--- src/rtl/pmu_pkg.sv ---
`timescale 1ns/1ps
package pmu_pkg;
  localparam int DATA_W = 32;
  localparam int SEL_W  = 8;
  localparam int NUM_EC = 2;            // event counters
  localparam int NUM_C  = NUM_EC + 1;   // plus cycle counter

  localparam logic [1:0] ADDR_CTRL = 2'd0;
  localparam logic [1:0] ADDR_CYC  = 2'd1;
  localparam logic [1:0] ADDR_EV0  = 2'd2;
  localparam logic [1:0] ADDR_EV1  = 2'd3;

  localparam int B_EN   = 0;
  localparam int B_RSTE = 1;
  localparam int B_RSTC = 2;
  localparam int B_DIV  = 3;
  localparam int B_IEN  = 4;   // 3 bits: ev0, ev1, cyc
  localparam int B_FLG  = 8;   // 3 bits: ev0, ev1, cyc
  localparam int B_SEL0 = 12;
  localparam int B_SEL1 = 20;
  localparam logic [DATA_W-1:0] RSVD_MASK = 32'hF000_0886;

  typedef struct packed {
    logic                          countEn;
    logic                          divMode;
    logic                          rstEv;
    logic                          rstCyc;
    logic                          wrCyc;
    logic [NUM_EC-1:0]             wrEv;
    logic [NUM_EC-1:0][SEL_W-1:0]  evSel;
  } pmu_strobe_t;
endpackage

--- src/rtl/pmu_ctrl.sv ---
`timescale 1ns/1ps
module pmu_ctrl
  import pmu_pkg::*;
(
  input  logic              clk,
  input  logic              rstN,
  input  logic              regWrEn,
  input  logic [1:0]        regAddr,
  input  logic [DATA_W-1:0] regWrData,
  input  logic [NUM_C-1:0]  ovfPulse,
  output pmu_strobe_t       strobe,
  output logic [DATA_W-1:0] ctrlWord,
  output logic              irq
);
  logic enReg, divReg;
  logic [NUM_C-1:0] ienReg, flagReg;
  logic [NUM_EC-1:0][SEL_W-1:0] selReg;
  logic wrCtrl;
  logic [NUM_C-1:0] clrMask;
  logic unusedBits;

  assign wrCtrl     = regWrEn && (regAddr == ADDR_CTRL);
  assign clrMask    = wrCtrl ? regWrData[B_FLG +: NUM_C] : '0;
  assign unusedBits = ^{regWrData[31:28], regWrData[11], regWrData[7]};

  always_ff @(posedge clk) begin
    if (!rstN) begin
      enReg   <= 1'b0;
      divReg  <= 1'b0;
      ienReg  <= '0;
      flagReg <= '0;
      selReg  <= '0;
    end else begin
      flagReg <= (flagReg & ~clrMask) | ovfPulse;
      if (wrCtrl) begin
        enReg     <= regWrData[B_EN];
        divReg    <= regWrData[B_DIV];
        ienReg    <= regWrData[B_IEN +: NUM_C];
        selReg[0] <= regWrData[B_SEL0 +: SEL_W];
        selReg[1] <= regWrData[B_SEL1 +: SEL_W];
      end
    end
  end

  always_comb begin
    strobe.countEn = enReg;
    strobe.divMode = divReg;
    strobe.rstEv   = wrCtrl && regWrData[B_RSTE];
    strobe.rstCyc  = wrCtrl && regWrData[B_RSTC];
    strobe.wrCyc   = regWrEn && (regAddr == ADDR_CYC);
    strobe.wrEv[0] = regWrEn && (regAddr == ADDR_EV0);
    strobe.wrEv[1] = regWrEn && (regAddr == ADDR_EV1);
    strobe.evSel   = selReg;
  end

  assign ctrlWord = {4'b0, selReg[1], selReg[0], 1'b0, flagReg, 1'b0,
                     ienReg, divReg, 2'b00, enReg};
  assign irq = |(flagReg & ienReg);


  flag_set_chk: assert property (@(posedge clk) disable iff (!rstN)
    (|ovfPulse) |=> ((flagReg & $past(ovfPulse)) == $past(ovfPulse)));

  w1c_chk: assert property (@(posedge clk) disable iff (!rstN)
    (wrCtrl && regWrData[B_FLG] && !ovfPulse[0]) |=> !flagReg[0]);

  irq_src_chk: assert property (@(posedge clk) disable iff (!rstN)
    $rose(irq) |-> ($past(|ovfPulse) || $past(wrCtrl)));
endmodule

--- src/rtl/pmu_datapath.sv ---
`timescale 1ns/1ps
module pmu_datapath
  import pmu_pkg::*;
#(
  parameter int CNT_W    = 32,
  parameter int NUM_EVT  = 23,
  parameter int DIV_LOG2 = 6
)(
  input  logic                         clk,
  input  logic                         rstN,
  input  pmu_strobe_t                  strobe,
  input  logic [CNT_W-1:0]             wrData,
  input  logic [NUM_EVT-1:0]           eventVec,
  output logic [CNT_W-1:0]             cycCnt,
  output logic [NUM_EC-1:0][CNT_W-1:0] evCnt,
  output logic [NUM_C-1:0]             ovfPulse
);
  localparam logic [CNT_W-1:0] CNT_ONE = CNT_W'(1);
  logic [DIV_LOG2-1:0] prePhase;
  logic preWrap, cycInc;

  assign preWrap = &prePhase;
  assign cycInc  = strobe.countEn && (!strobe.divMode || preWrap);
  assign ovfPulse[NUM_EC] = cycInc && !strobe.wrCyc && !strobe.rstCyc && (&cycCnt);

  always_ff @(posedge clk) begin
    if (!rstN) begin
      prePhase <= '0;
      cycCnt   <= '0;
    end else begin
      if (strobe.rstCyc)      prePhase <= '0;
      else if (strobe.countEn) prePhase <= prePhase + DIV_LOG2'(1);
      if (strobe.wrCyc)       cycCnt <= wrData;
      else if (strobe.rstCyc) cycCnt <= '0;
      else if (cycInc)        cycCnt <= cycCnt + CNT_ONE;
    end
  end

  for (genvar g = 0; g < NUM_EC; g++) begin : g_ev
    logic hit, inc;
    always_comb begin
      hit = 1'b0;
      for (int k = 0; k < NUM_EVT; k++)
        if (strobe.evSel[g] == SEL_W'(k)) hit = eventVec[k];
    end
    assign inc = strobe.countEn && hit;
    assign ovfPulse[g] = inc && !strobe.wrEv[g] && !strobe.rstEv && (&evCnt[g]);

    always_ff @(posedge clk) begin
      if (!rstN)               evCnt[g] <= '0;
      else if (strobe.wrEv[g]) evCnt[g] <= wrData;
      else if (strobe.rstEv)   evCnt[g] <= '0;
      else if (inc)            evCnt[g] <= evCnt[g] + CNT_ONE;
    end


    ev_hold_chk: assert property (@(posedge clk) disable iff (!rstN)
      (!strobe.countEn && !strobe.wrEv[g] && !strobe.rstEv) |=> $stable(evCnt[g]));

    wr_prio_chk: assert property (@(posedge clk) disable iff (!rstN)
      strobe.wrEv[g] |=> (evCnt[g] == $past(wrData)));

    unused_code_chk: assert property (@(posedge clk) disable iff (!rstN)
      ((strobe.evSel[g] >= SEL_W'(NUM_EVT)) && !strobe.wrEv[g] && !strobe.rstEv)
        |=> $stable(evCnt[g]));
  end


  div_hold_chk: assert property (@(posedge clk) disable iff (!rstN)
    (strobe.divMode && !preWrap && !strobe.wrCyc && !strobe.rstCyc) |=> $stable(cycCnt));

  cyc_hold_chk: assert property (@(posedge clk) disable iff (!rstN)
    (!strobe.countEn && !strobe.wrCyc && !strobe.rstCyc) |=> $stable(cycCnt));
endmodule

--- src/rtl/packed_ctrl_pmu.sv ---
`timescale 1ns/1ps
module packed_ctrl_pmu
  import pmu_pkg::*;
#(
  parameter int CNT_W    = 32,
  parameter int NUM_EVT  = 23,
  parameter int DIV_LOG2 = 6
)(
  input  logic               clk,
  input  logic               rstN,
  input  logic               regWrEn,
  input  logic [1:0]         regAddr,
  input  logic [31:0]        regWrData,
  output logic [31:0]        regRdData,
  input  logic [NUM_EVT-1:0] eventVec,
  output logic               irq
);
  pmu_strobe_t strobe;
  logic [NUM_C-1:0] ovfPulse;
  logic [DATA_W-1:0] ctrlWord;
  logic [CNT_W-1:0] cycCnt;
  logic [NUM_EC-1:0][CNT_W-1:0] evCnt;

  pmu_ctrl u_ctrl (
    .clk(clk), .rstN(rstN), .regWrEn(regWrEn), .regAddr(regAddr),
    .regWrData(regWrData), .ovfPulse(ovfPulse), .strobe(strobe),
    .ctrlWord(ctrlWord), .irq(irq)
  );

  pmu_datapath #(.CNT_W(CNT_W), .NUM_EVT(NUM_EVT), .DIV_LOG2(DIV_LOG2)) u_dp (
    .clk(clk), .rstN(rstN), .strobe(strobe), .wrData(regWrData[CNT_W-1:0]),
    .eventVec(eventVec), .cycCnt(cycCnt), .evCnt(evCnt), .ovfPulse(ovfPulse)
  );

  always_comb begin
    unique case (regAddr)
      ADDR_CTRL: regRdData = ctrlWord;
      ADDR_CYC:  regRdData = DATA_W'(cycCnt);
      ADDR_EV0:  regRdData = DATA_W'(evCnt[0]);
      default:   regRdData = DATA_W'(evCnt[1]);
    endcase
  end


  rsvd_zero_chk: assert property (@(posedge clk) disable iff (!rstN)
    (regAddr == ADDR_CTRL) |-> ((regRdData & RSVD_MASK) == '0));
endmodule

--- config.mk ---
export PLATFORM = sky130hd
export DESIGN_NAME = packed_ctrl_pmu
export DESIGN_NICKNAME = d
export VERILOG_FILES = /design/src/rtl/pmu_pkg.sv /design/src/rtl/pmu_ctrl.sv /design/src/rtl/pmu_datapath.sv /design/src/rtl/packed_ctrl_pmu.sv
export SDC_FILE = /design/constraint.sdc
export NUM_CORES = 1
export LEC_CHECK = 0
export BUFFER_PORTS_ARGS = -buffer_cell sky130_fd_sc_hd__buf_2
export CAP_MARGIN = 20
export CELL_PAD_IN_SITES_DETAIL_PLACEMENT = 0
export CELL_PAD_IN_SITES_GLOBAL_PLACEMENT = 2
export CORE_MARGIN = 4
export CORE_UTILIZATION = 32
export CTS_CLUSTER_SIZE = 16
export DETAILED_ROUTE_END_ITERATION = 6
export GPL_TIMING_DRIVEN = 0
export PLACE_DENSITY_LB_ADDON = 0.15
export SYNTH_ARGS = -nofsm -noshare
export SYNTH_HDL_FRONTEND = slang
export SYNTH_SLANG_ARGS = --single-unit
--- constraint.sdc ---
create_clock -name clk -period 2.05 [get_ports clk]
set_input_delay 0.205 -clock clk [delete_from_list [all_inputs] [get_ports clk]]
set_output_delay 0.205 -clock clk [all_outputs]
set_load 0.01 [all_outputs]
==> flow_summary_export.csv, run 1 <==
group,metric,value,unit
global_route,antenna_found_initial,1,
cells_and_area,final_cell_mix,"118 x nand2_1, 93 x buf_2, 89 x dfxtp_1",
floorplanning,start_util,32.8,%
critical_path,reg2reg_depth,10,
worst_hold_path,min_path_cells,3,
critical_path,start_kind,"flip-flop",
synth,synth_area,0.00863,mm2
floorplanning,dieArea,0.0297,mm2
timing,tns,-21020,ps
clock_tree,numClockSinks,126,
timing,final-hold-violation-count,0,
critical_path,worstPathRequired,2370,ps
clock_tree,clk_latency,440,ps
synth,ys_seq_area_share,29.2,%
worst_hold_path,worstHoldEndpoint,"u_ctrl.ctrlWord[16]",
timing,setup_viol,67,
power_and_ir_drop,power_density,614,mW/mm2
timing,fmax,399,MHz
synth,syn_avg_cell_area,7.85,um2
synth,ys.flop_type,"dfxtp_1",
worst_hold_path,min_path_type,"primary input to flip-flop",
critical_path,r2r_start,"u_ctrl.ctrlWord[27]",
clock_tree,cts_tree,"built",
placed_design,dp_hpwl,32600,um
synth,ys_ff_latch,126,
clock_tree,cts.clk_slew.worst_paths,60,ps
worst_hold_path,worstHoldStart,"regWrData[16]",
clock_tree,numCtsBuffers,17,
synth,ys_async_sr_fraction,0,%
timing,rsz0062_at_grt,"true",
clock_tree,htreeDepth,4,
timing,tightest_slew,1070,ps
cells_and_area,antenna_cells,0,
global_route,grt_start_max_net_pins,17,
routing,antenna_left,0,
floorplanning,core,0.0263,mm2
global_route,grt_pass1_wl,65200,um
timing,period_needed,2510,ps
floorplanning,die_w,172,um
placed_design,routabilityCongestion,0.944,
cells_and_area,fillers,2652,
cells_and_area,layout.nets,1326,
synth,synth-edff-count,0,
timing,whs,115,ps
critical_path,crit_type,"flip-flop to flip-flop",
synth,syn_nets,1163,
critical_path,arrival,2830,ps
timing,relSlewSlack,28.4,%
critical_path,endpoint_kind,"flip-flop",
floorplanning,pin_count,93,
timing,slew_violations,0,
timing,setup_ws,-457,ps
clock_tree,cts_buffer_depth,2,
routing,via_count,9972,
critical_path,crit-reg2reg-capture,"u_dp.evCnt[55]",
routing,routed_wl,45300,um
power_and_ir_drop,p_leak,4.31,nW
routing,firstDrtPassIters,7,
cells_and_area,final_common_cell,"nand2_1",
status,violations,"design-rule violations, negative setup slack",
status,status,"finished with violations",
clock_tree,ctsHoldBuffers,0,
routing,drt_iter0_drc,878,
placed_design,port_buffers,88,
global_route,grt_usage,30.3,%
cells_and_area,syn_to_final_growth,40.2,%
clock_tree,cts-root-buf,"clkbuf_16",
power_and_ir_drop,ir_drop,0.000574,V
cells_and_area,layout-drive-gt1-share,38.8,%
global_route,grt_pass1_vias,9409,
synth,synth_cells,1099,
synth,synthDistinctLibCells,72,
floorplanning,dieHeight,172,um
routing,vias_per_cell,6.19,
global_route,overflow,0,
critical_path,ff2ff_setup_slack,-460,ps
routing,drc,1,
routing,wl_per_cell,28.1,um
run,cap_violations,0,
timing,finClkSkew,15.2,ps
timing,finalCritPeriodShare,122,%
floorplanning,rows,59,
synth,ys_warn_count,0,
critical_path,crit_fanout,6,
==> layout make-up <==
| type | instances | area [um2] | area share [%] |
|---|---|---|---|
| plain buffers | 76 | 505 | 4.18 |
| clock buffers | 18 | 439 | 3.63 |
| clock inverters | 14 | 159 | 1.31 |
| inverters | 25 | 93.8 | 0.775 |
| multi-input cells | 861 | 6660 | 55.0 |
| flip-flops and latches | 126 | 2610 | 21.5 |
| well taps | 335 | 419 | 3.46 |
| repair buffers | 155 | 1220 | 10.1 |
==> worst max-delay path by stage <==
stage,cells after the start,from,end,slack [ps]
finish,10,u_ctrl.ctrlWord[27],u_dp.evCnt[55],-460
global placement,8,regAddr[0],u_dp.cycCnt[11],-1140
floorplan,10,u_ctrl.ctrlWord[27],u_dp.evCnt[41],-200
detailed placement,8,regAddr[0],u_dp.cycCnt[11],-1070
CTS,10,u_ctrl.ctrlWord[27],u_dp.evCnt[55],-430
global route,12,u_ctrl.ctrlWord[21],u_dp.evCnt[35],-580
==> registers in the layout, indices dropped and copies added (netlist names) <==
name	count
u_ctrl.ctrlWord	16
u_ctrl.divReg	1
u_ctrl.enReg	1
u_ctrl.flagReg	3
u_ctrl.ienReg	3
u_dp.cycCnt	32
u_dp.evCnt	64
u_dp.prePhase	6
==> synth_stat cells, drive strengths merged (25+ instances only) <==
| master | instances | area [um2] |
|---|---|---|
| dfxtp | 126 | 2520 |
| inv | 25 | 93.8 |
| buf | 34 | 220 |
| xnor2 | 35 | 307 |
| nor3 | 45 | 230 |
| a21oi | 125 | 626 |
| o21ai | 60 | 308 |
| nand2 | 125 | 472 |
| clkbuf | 54 | 203 |
| a22oi | 35 | 263 |
| nor2 | 92 | 345 |
| and3 | 26 | 163 |
| a211oi | 29 | 288 |
| nand3 | 47 | 235 |
==> stage by stage <==
stage	total power [W]	instances	util, %	worst slack (ps)	area [um2]
4_1_cts	0.00733	1601	44.2	-432	11600
3_3_place_gp	0.00391	1522	36.5	-1140	9590
2_1_floorplan	0.00337	1099	-	-203	8730
5_1_grt	0.00763	1610	46.0	-578	12100
6_report	0.00743	1610	46.0	-457	12100
3_5_place_dp	0.00390	1522	36.5	-1070	9590
==> report_power, final <==
part           internal, W  leakage [nW]  switching (W)
clock network      0.00184         0.281        0.00135
logic             0.000608          2.99       0.000898
registers          0.00253          1.04       0.000195
==> metal layers <==
layer,GRT usage [%],part of all wire [%]
met1,41.4,42
met2,47.1,45
met3,7.00,9.3
met4,10.3,3.9
met5,0,0.051
==> timing repair <==
| item | 4_1_cts | 5_1_grt |
|---|---|---|
| setup endpoints to repair | 128 | 90 |
| pin swaps | 59 | 47 |
| buffers inserted | 42 | 21 |
| resized for setup | 236 | 132 |
| gates cloned | 12 | 0 |
==> critical path, stage by stage, from the launching register on <==
cell      delay [ps]
dfxtp_4          340
or3_4            400
a311o_1          300
nor3b_2          190
or4_4            170
o311ai_4         150
or2_1            290
buf_6            160
buf_12           140
o211ai_1         180
o21ai_2           80
==> cell families after synthesis <==
family          count (synthesis)  share of synthesized area [%]
compound gates                351                           27.4
fa+ha+maj                       4                          0.580
mux                            47                           9.07
xor+xnor                       47                           4.77
buf+inv                       113                           5.99
simple gates                  411                           23.0
flops                         126                           29.2
(Power assumes the default switching activity.)
==> run 2: changes to the inputs <==
ABC_AREA = 1   (was not set)
CORE_UTILIZATION = 29   (was 32)
==> run 2 against run 1 <==
  * The run ends with negative setup slack left
  * Sequential share of layout area down 2.3 points
  * Total power up 13%
  * Critical endpoint is now u_dp.evCnt[45]
  * Sequential cell count unchanged
  * Worst setup slack worse by 44 ps
  * Critical path type unchanged
  * Clock-buffer cell count up 4
  * Highest routed layer is now met4
==> flow_summary_export.csv, run 2 <==
group,metric,value,unit
clock_tree,cts_tree,"built",
critical_path,crit_top_cell,"nand2_1",
clock_tree,ctsHoldBuffers,0,
floorplanning,rows,64,
global_route,overflow,0,
floorplanning,dieArea,0.0338,mm2
placed_design,dp_hpwl,33700,um
critical_path,cp_num_buf_inv,2,
floorplanning,dieHeight,184,um
clock_tree,htreeDepth,4,
clock_tree,cts-root-buf,"clkbuf_16",
worst_hold_path,min_path_cells,3,
clock_tree,cts.clk_slew.worst_paths,60,ps
timing,slew_violations,0,
critical_path,crit_fanout,7,
synth,ys_ff_latch,126,
status,status,"finished with violations",
cells_and_area,largest_register,"u_dp.evCnt",
synth,ys_async_sr_fraction,0,%
placed_design,dp_cells,1933,
floorplanning,start_util,29.3,%
cells_and_area,largest_reg_flops,64,
cells_and_area,layout-drive-gt1-share,36.5,%
synth,ys_warn_count,0,
routing,drc,0,
critical_path,crit_family,"simple AND/OR/NAND/NOR gates",
routing,wl_per_cell,21.8,um
cells_and_area,final_design_area_no_fill,0.0135,mm2
cells_and_area,instances_no_fill,2107,
critical_path,crit_type,"flip-flop to flip-flop",
power_and_ir_drop,power_density,623,mW/mm2
cells_and_area,multiInputGateArea,0.00677,mm2
cells_and_area,syn_to_final_growth,50.4,%
synth,ys.flop_type,"dfxtp_1",
clock_tree,clk_latency,430,ps
cells_and_area,seqCellArea,0.00259,mm2
synth,synthDistinctLibCells,55,
placed_design,port_buffers,92,
clock_tree,numClockSinks,126,
timing,relSlewSlack,36.7,%
global_route,antenna_found_initial,0,
cells_and_area,antenna_cells,0,
worst_hold_path,min_path_type,"primary input to flip-flop",
timing,fmax,392,MHz
critical_path,ff2ff_setup_slack,-500,ps
cells_and_area,final_common_cell,"nand2_1",
synth,synth_area,0.00898,mm2
critical_path,start_kind,"flip-flop",
synth,synth.top_cell.area_share,28.1,%
synth,synth-edff-count,0,
critical_path,r2r_start,"u_ctrl.ctrlWord[21]",
synth,syn_nets,1509,
power_and_ir_drop,p_leak,5.59,nW
global_route,grt_pass1_vias,10700,
clock_tree,numCtsBuffers,17,
synth,syn_avg_cell_area,6.21,um2
clock_tree,cts_buffer_depth,2,
timing,period_needed,2550,ps
critical_path,arrival,2870,ps
synth,synth_cells,1445,
routing,drt_iter0_drc,823,
run,cap_violations,0,
critical_path,crit-reg2reg-capture,"u_dp.evCnt[45]",
routing,via_count,11400,
timing,finClkSkew,10.8,ps
placed_design,routabilityCongestion,0.903,
floorplanning,die_w,184,um
synth,synth_commonest_cells,"219 x nand2_1, 199 x nor2_1, 190 x inv_1, 141 x o21ai_0, 126 x dfxtp_1",
routing,firstDrtPassIters,5,
cells_and_area,fillers,3261,
routing,routed_wl,45900,um
timing,tightest_slew,950,ps
routing,vias_per_cell,5.41,
power_and_ir_drop,ir_drop,0.000584,V
critical_path,reg2reg_depth,25,
status,violations,"negative setup slack",
synth,yosysTopAreaCell,"dfxtp_1",
timing,rsz0062_at_grt,"true",
cells_and_area,layout.nets,1762,
synth,ys_seq_area_share,28.1,%
global_route,grt_usage,26.0,%
timing,setup_viol,82,
placed_design,dp_slack,-1010,ps
timing,finalCritPeriodShare,124,%
worst_hold_path,worstHoldStart,"regWrData[2]",
global_route,grt_start_max_net_pins,17,
floorplanning,core,0.0306,mm2
critical_path,cp_slowest_stage_delay,420,ps
worst_hold_path,worstHoldEndpoint,"u_dp.cycCnt[2]",
floorplanning,pin_count,93,
critical_path,endpoint_kind,"flip-flop",
synth,synth.area.top_cells,"dfxtp_1 28%, nand2_1 9.2%, nor2_1 8.3%",
cells_and_area,final_cell_mix,"178 x nand2_1, 175 x inv_1, 141 x nor2_1",
critical_path,worstPathRequired,2370,ps
timing,final-hold-violation-count,0,
global_route,grt_pass1_wl,66700,um
critical_path,cpMaxStageDelayCell,"dfxtp_4",
routing,antenna_left,0,
timing,setup_ws,-501,ps
placed_design,placed_cell_area,0.0102,mm2
synth,yosysMostFrequentCell,"nand2_1",
run 2: metal layers:
layer | track usage (%) | up-vias | part of all wire (%)
met4 | 4.85 | 0 | 1.8
met5 | 0 | - | 0
met1 | 36.3 | 5527 | 46
li1 | - | 5446 | -
met2 | 43.1 | 375 | 47
met3 | 3.62 | 49 | 5.8
run 2: cell families after synthesis:
group / share of synthesized area [%]
xor+xnor: 1.56
fa+ha+maj: 0.558
mux: 0.112
buf+inv: 11.8
flops: 28.1
compound gates: 25.8
simple gates: 32.1
run 2: layout make-up:
| cell class | count | share of cell area (%) |
|---|---|---|
| well taps | 396 | 3.67 |
| clock inverters | 10 | 1.02 |
| flip-flops and latches | 126 | 19.2 |
| multi-input cells | 1047 | 50.2 |
| plain buffers | 63 | 3.06 |
| repair buffers | 235 | 13.4 |
| inverters | 208 | 6.00 |
| clock buffers | 22 | 3.44 |
run 2: how the worst max path moves through the flow:
stage          slack [ps]  depth (start not counted)           endpoint           startpoint
2_1_floorplan        -120                         16     u_dp.evCnt[63]       u_dp.evCnt[32]
3_3_place_gp        -1040                         24     u_dp.evCnt[47]  u_ctrl.ctrlWord[21]
3_5_place_dp        -1010                         11      u_dp.evCnt[4]           regAddr[1]
4_1_cts              -570                         15  u_ctrl.flagReg[0]        u_dp.evCnt[1]
5_1_grt              -730                         23     u_dp.evCnt[55]  u_ctrl.ctrlWord[27]
6_report             -500                         25     u_dp.evCnt[45]  u_ctrl.ctrlWord[21]
run 2: worst reg2reg max path: cells and delay by family, from the launching register on:
family | cells | cell delay [ps]
DFF | 1 | 420
buffers and inverters | 2 | 280
and+or+nand+nor | 23 | 1730
run 2: timing repair:
item | CTS | global route
cloned | 10 | 4
setup endpoints to repair | 127 | 106
buffers inserted | 108 | 30
pin swaps | 81 | 103
gates resized for setup | 236 | 174
run 2: through the flow:
stage	total power, W	hold WS [ps]	utilization, %	setup TNS (ps)
after global placement	0.00461	438	33.4	-96060
after floorplan	0.00392	349	-	-3350
after detailed placement	0.00461	440	33.4	-94780
after CTS	0.00821	27.8	41.6	-32700
final	0.00841	45.5	44.1	-33400
after global routing	0.00876	62.1	44.1	-48340
run 2: power breakdown:
part           leakage, nW  total, W  internal, W  switching (W)
Clock                0.290   0.00324      0.00198        0.00126
Combinational         4.25   0.00228     0.000843        0.00144
Sequential            1.05   0.00289      0.00264       0.000250
==> run 3: changes to the inputs <==
CELL_PAD_IN_SITES_DETAIL_PLACEMENT = not set   (was 0)
CELL_PAD_IN_SITES_GLOBAL_PLACEMENT = not set   (was 2)
CORE_UTILIZATION = 40   (was 29)
==> run 3 against run 2 <==
  * Non-clock buffer count is 18 lower
  * Critical path depth fell by 10
  * Final area shrank 2.9%
  * Sequential power barely moved
  * Sequential cell count did not move
  * Worst hold slack got worse by 12 ps
  * The run still ends with negative setup slack left
  * Worst setup slack got worse by 70 ps
  * First-iteration DRC count up 51%
==> flow_summary_export.csv, run 3 (synthesis results as in run 2) <==
group,metric,value,unit
routing,drt_iter0_drc,1239,
timing,setup_viol,84,
placed_design,port_buffers,92,
routing,routed_wl,41300,um
status,status,"finished with violations",
global_route,overflow,0,
global_route,grt_use_met2,51.5,%
floorplanning,pin_count,93,
critical_path,arrival,2970,ps
routing,vias_per_cell,5.97,
routing,firstDrtPassIters,7,
global_route,antenna_found_initial,0,
critical_path,worstPathRequired,2400,ps
floorplanning,die_w,158,um
floorplanning,dieHeight,158,um
routing,drc,0,
cells_and_area,antenna_cells,0,
cells_and_area,fillers,2013,
cells_and_area,largest_register,"u_dp.evCnt",
floorplanning,core,0.0220,mm2
timing,fmax,381,MHz
global_route,met3_usage,6.31,%
placed_design,dp_slack,-886,ps
clock_tree,cts_tree,"built",
cells_and_area,final_cell_mix,"180 x nand2_1, 173 x inv_1, 156 x nor2_1",
floorplanning,dieArea,0.0249,mm2
routing,via_count,11800,
critical_path,start_kind,"flip-flop",
run,cap_violations,0,
critical_path,endpoint_kind,"flip-flop",
routing,antenna_left,0,
timing,finalCritPeriodShare,128,%
power_and_ir_drop,power_density,640,mW/mm2
global_route,grt_usage,32.0,%
power_and_ir_drop,power_frac_clock,38.6,%
cells_and_area,final_common_cell,"nand2_1",
timing,slew_violations,0,
cells_and_area,seqCellArea,0.00259,mm2
timing,tightest_slew,1000,ps
power_and_ir_drop,p_sw_share,35.3,%
clock_tree,cts_buffer_depth,2,
timing,rsz0062_at_grt,"true",
worst_hold_path,min_path_type,"primary input to flip-flop",
floorplanning,rows,54,
status,violations,"negative setup slack",
power_and_ir_drop,p_sw,0.00296,W
timing,relSlewSlack,33.0,%
power_and_ir_drop,power_frac_comb,26.9,%
power_and_ir_drop,ir_drop,0.000559,V
placed_design,routabilityCongestion,0.984,
clock_tree,numClockSinks,126,
clock_tree,cts-root-buf,"clkbuf_16",
power_and_ir_drop,total_power,0.00839,W
power_and_ir_drop,internal_power,0.00543,W
power_and_ir_drop,p_leak,5.48,nW
cells_and_area,layout.nets,1744,
critical_path,crit_fanout,3,
global_route,grt.busiest_layer,"met2",
global_route,grt_pass1_vias,10900,
global_route,grt_pass1_wl,61800,um
clock_tree,cts.clk_slew.worst_paths,70,ps
clock_tree,clk_latency,440,ps
timing,period_needed,2620,ps
global_route,grt_use_met1,42.4,%
timing,setup_ws,-571,ps
routing,wl_per_cell,20.9,um
clock_tree,numCtsBuffers,17,
cells_and_area,multiInputGateArea,0.00667,mm2
global_route,grt_start_max_net_pins,17,
placed_design,dp_hpwl,29300,um
power_and_ir_drop,power_frac_seq,34.5,%
critical_path,crit_type,"flip-flop to flip-flop",
cells_and_area,syn_to_final_growth,46.0,%
cells_and_area,largest_reg_flops,64,
timing,finClkSkew,17.5,ps
clock_tree,htreeDepth,4,
timing,final-hold-violation-count,0,
cells_and_area,layout-drive-gt1-share,35.0,%
floorplanning,start_util,40.9,%
-- run 3: cell count changes in the layout (fill, tap and decap cells not counted), moves of 4 or more --
cell,before,now
nor2_4,48,34
o21ai_2,25,32
nor2_1,141,156
o21ai_0,103,99
buf_6,16,20
buf_4,113,90
inv_6,0,4
buf_8,5,10
a21oi_2,29,24
o21ai_1,20,16
a21oi_4,2,7
nand2_2,36,32
-- run 3: critical path, stage by stage, from the launching register on --
cell     delay, ps
dfxtp_4        380
nand3_4         80
nor2_4         130
nand2_2         70
nor2_1         110
nand2_1        100
nor2_2         170
buf_4          130
nand4_1        150
nor4_2         240
nand4_1        230
nor2_2         160
nand4_1        130
o21ai_1        160
nand3_1        110
a21oi_1        170
-- run 3: layout make-up --
class / instances / share of cell area, %
Buffer: 64 / 3.16
Clock buffer: 17 / 3.25
Clock inverter: 15 / 1.43
Inverter: 208 / 6.14
Multi-Input combinational cell: 1047 / 50.9
Sequential cell: 126 / 19.8
Tap cell: 280 / 2.67
Timing Repair Buffer: 216 / 12.7
-- run 3: repair_timing --
item,CTS,global route
pin swaps,67,93
hold buffers,0,0
buffers inserted,96,30
gates resized for setup,266,129
hold endpoints to repair,0,0
cloned,13,0
setup endpoints to repair,116,110
-- run 3: metrics by stage --
stage / instances / hold WS (ps) / utilization (%) / cell area (um2) / TNS (ps)
global placement: 1817 / 441 / 45.8 / 10100 / -73510
global route: 1973 / 59.9 / 59.7 / 13100 / -49430
finish: 1973 / 33.5 / 59.7 / 13100 / -36730
detailed placement: 1817 / 448 / 45.8 / 10100 / -74270
CTS: 1955 / 31.2 / 57.4 / 12600 / -28330
floorplan: 1445 / 349 / - / 9250 / -3350
-- run 3: worst paths after layout --
check / startpoint / end / slack (ps) / cells past startpoint
hold / removal: regWrData[3] / u_dp.cycCnt[3] / 30 / 3
setup reg to reg: u_dp.cycCnt[0] / u_dp.cycCnt[23] / -570 / 15
hold reg to reg: u_dp.prePhase[5] / u_dp.prePhase[5] / 470 / 1
setup / recovery: u_dp.cycCnt[0] / u_dp.cycCnt[23] / -570 / 15
-- run 3: power by group through the flow --
| stage | Clock (W) | Combinational [W] | Sequential [W] |
|---|---|---|---|
| 2_1_floorplan | 0 | 0.00108 | 0.00285 |
| 3_3_place_gp | 0 | 0.00161 | 0.00291 |
| 3_5_place_dp | 0 | 0.00162 | 0.00291 |
| 4_1_cts | 0.00324 | 0.00206 | 0.00286 |
| 5_1_grt | 0.00335 | 0.00241 | 0.00292 |
| 6_report | 0.00324 | 0.00226 | 0.00289 |
-- run 3: per-layer routing --
layer	share of wire, %	up-vias	routed length (um)
li1	-	5415	-
met1	41	5509	16800
met2	45	694	18500
met3	10	151	4150
met4	4.4	0	1830
met5	0	-	0
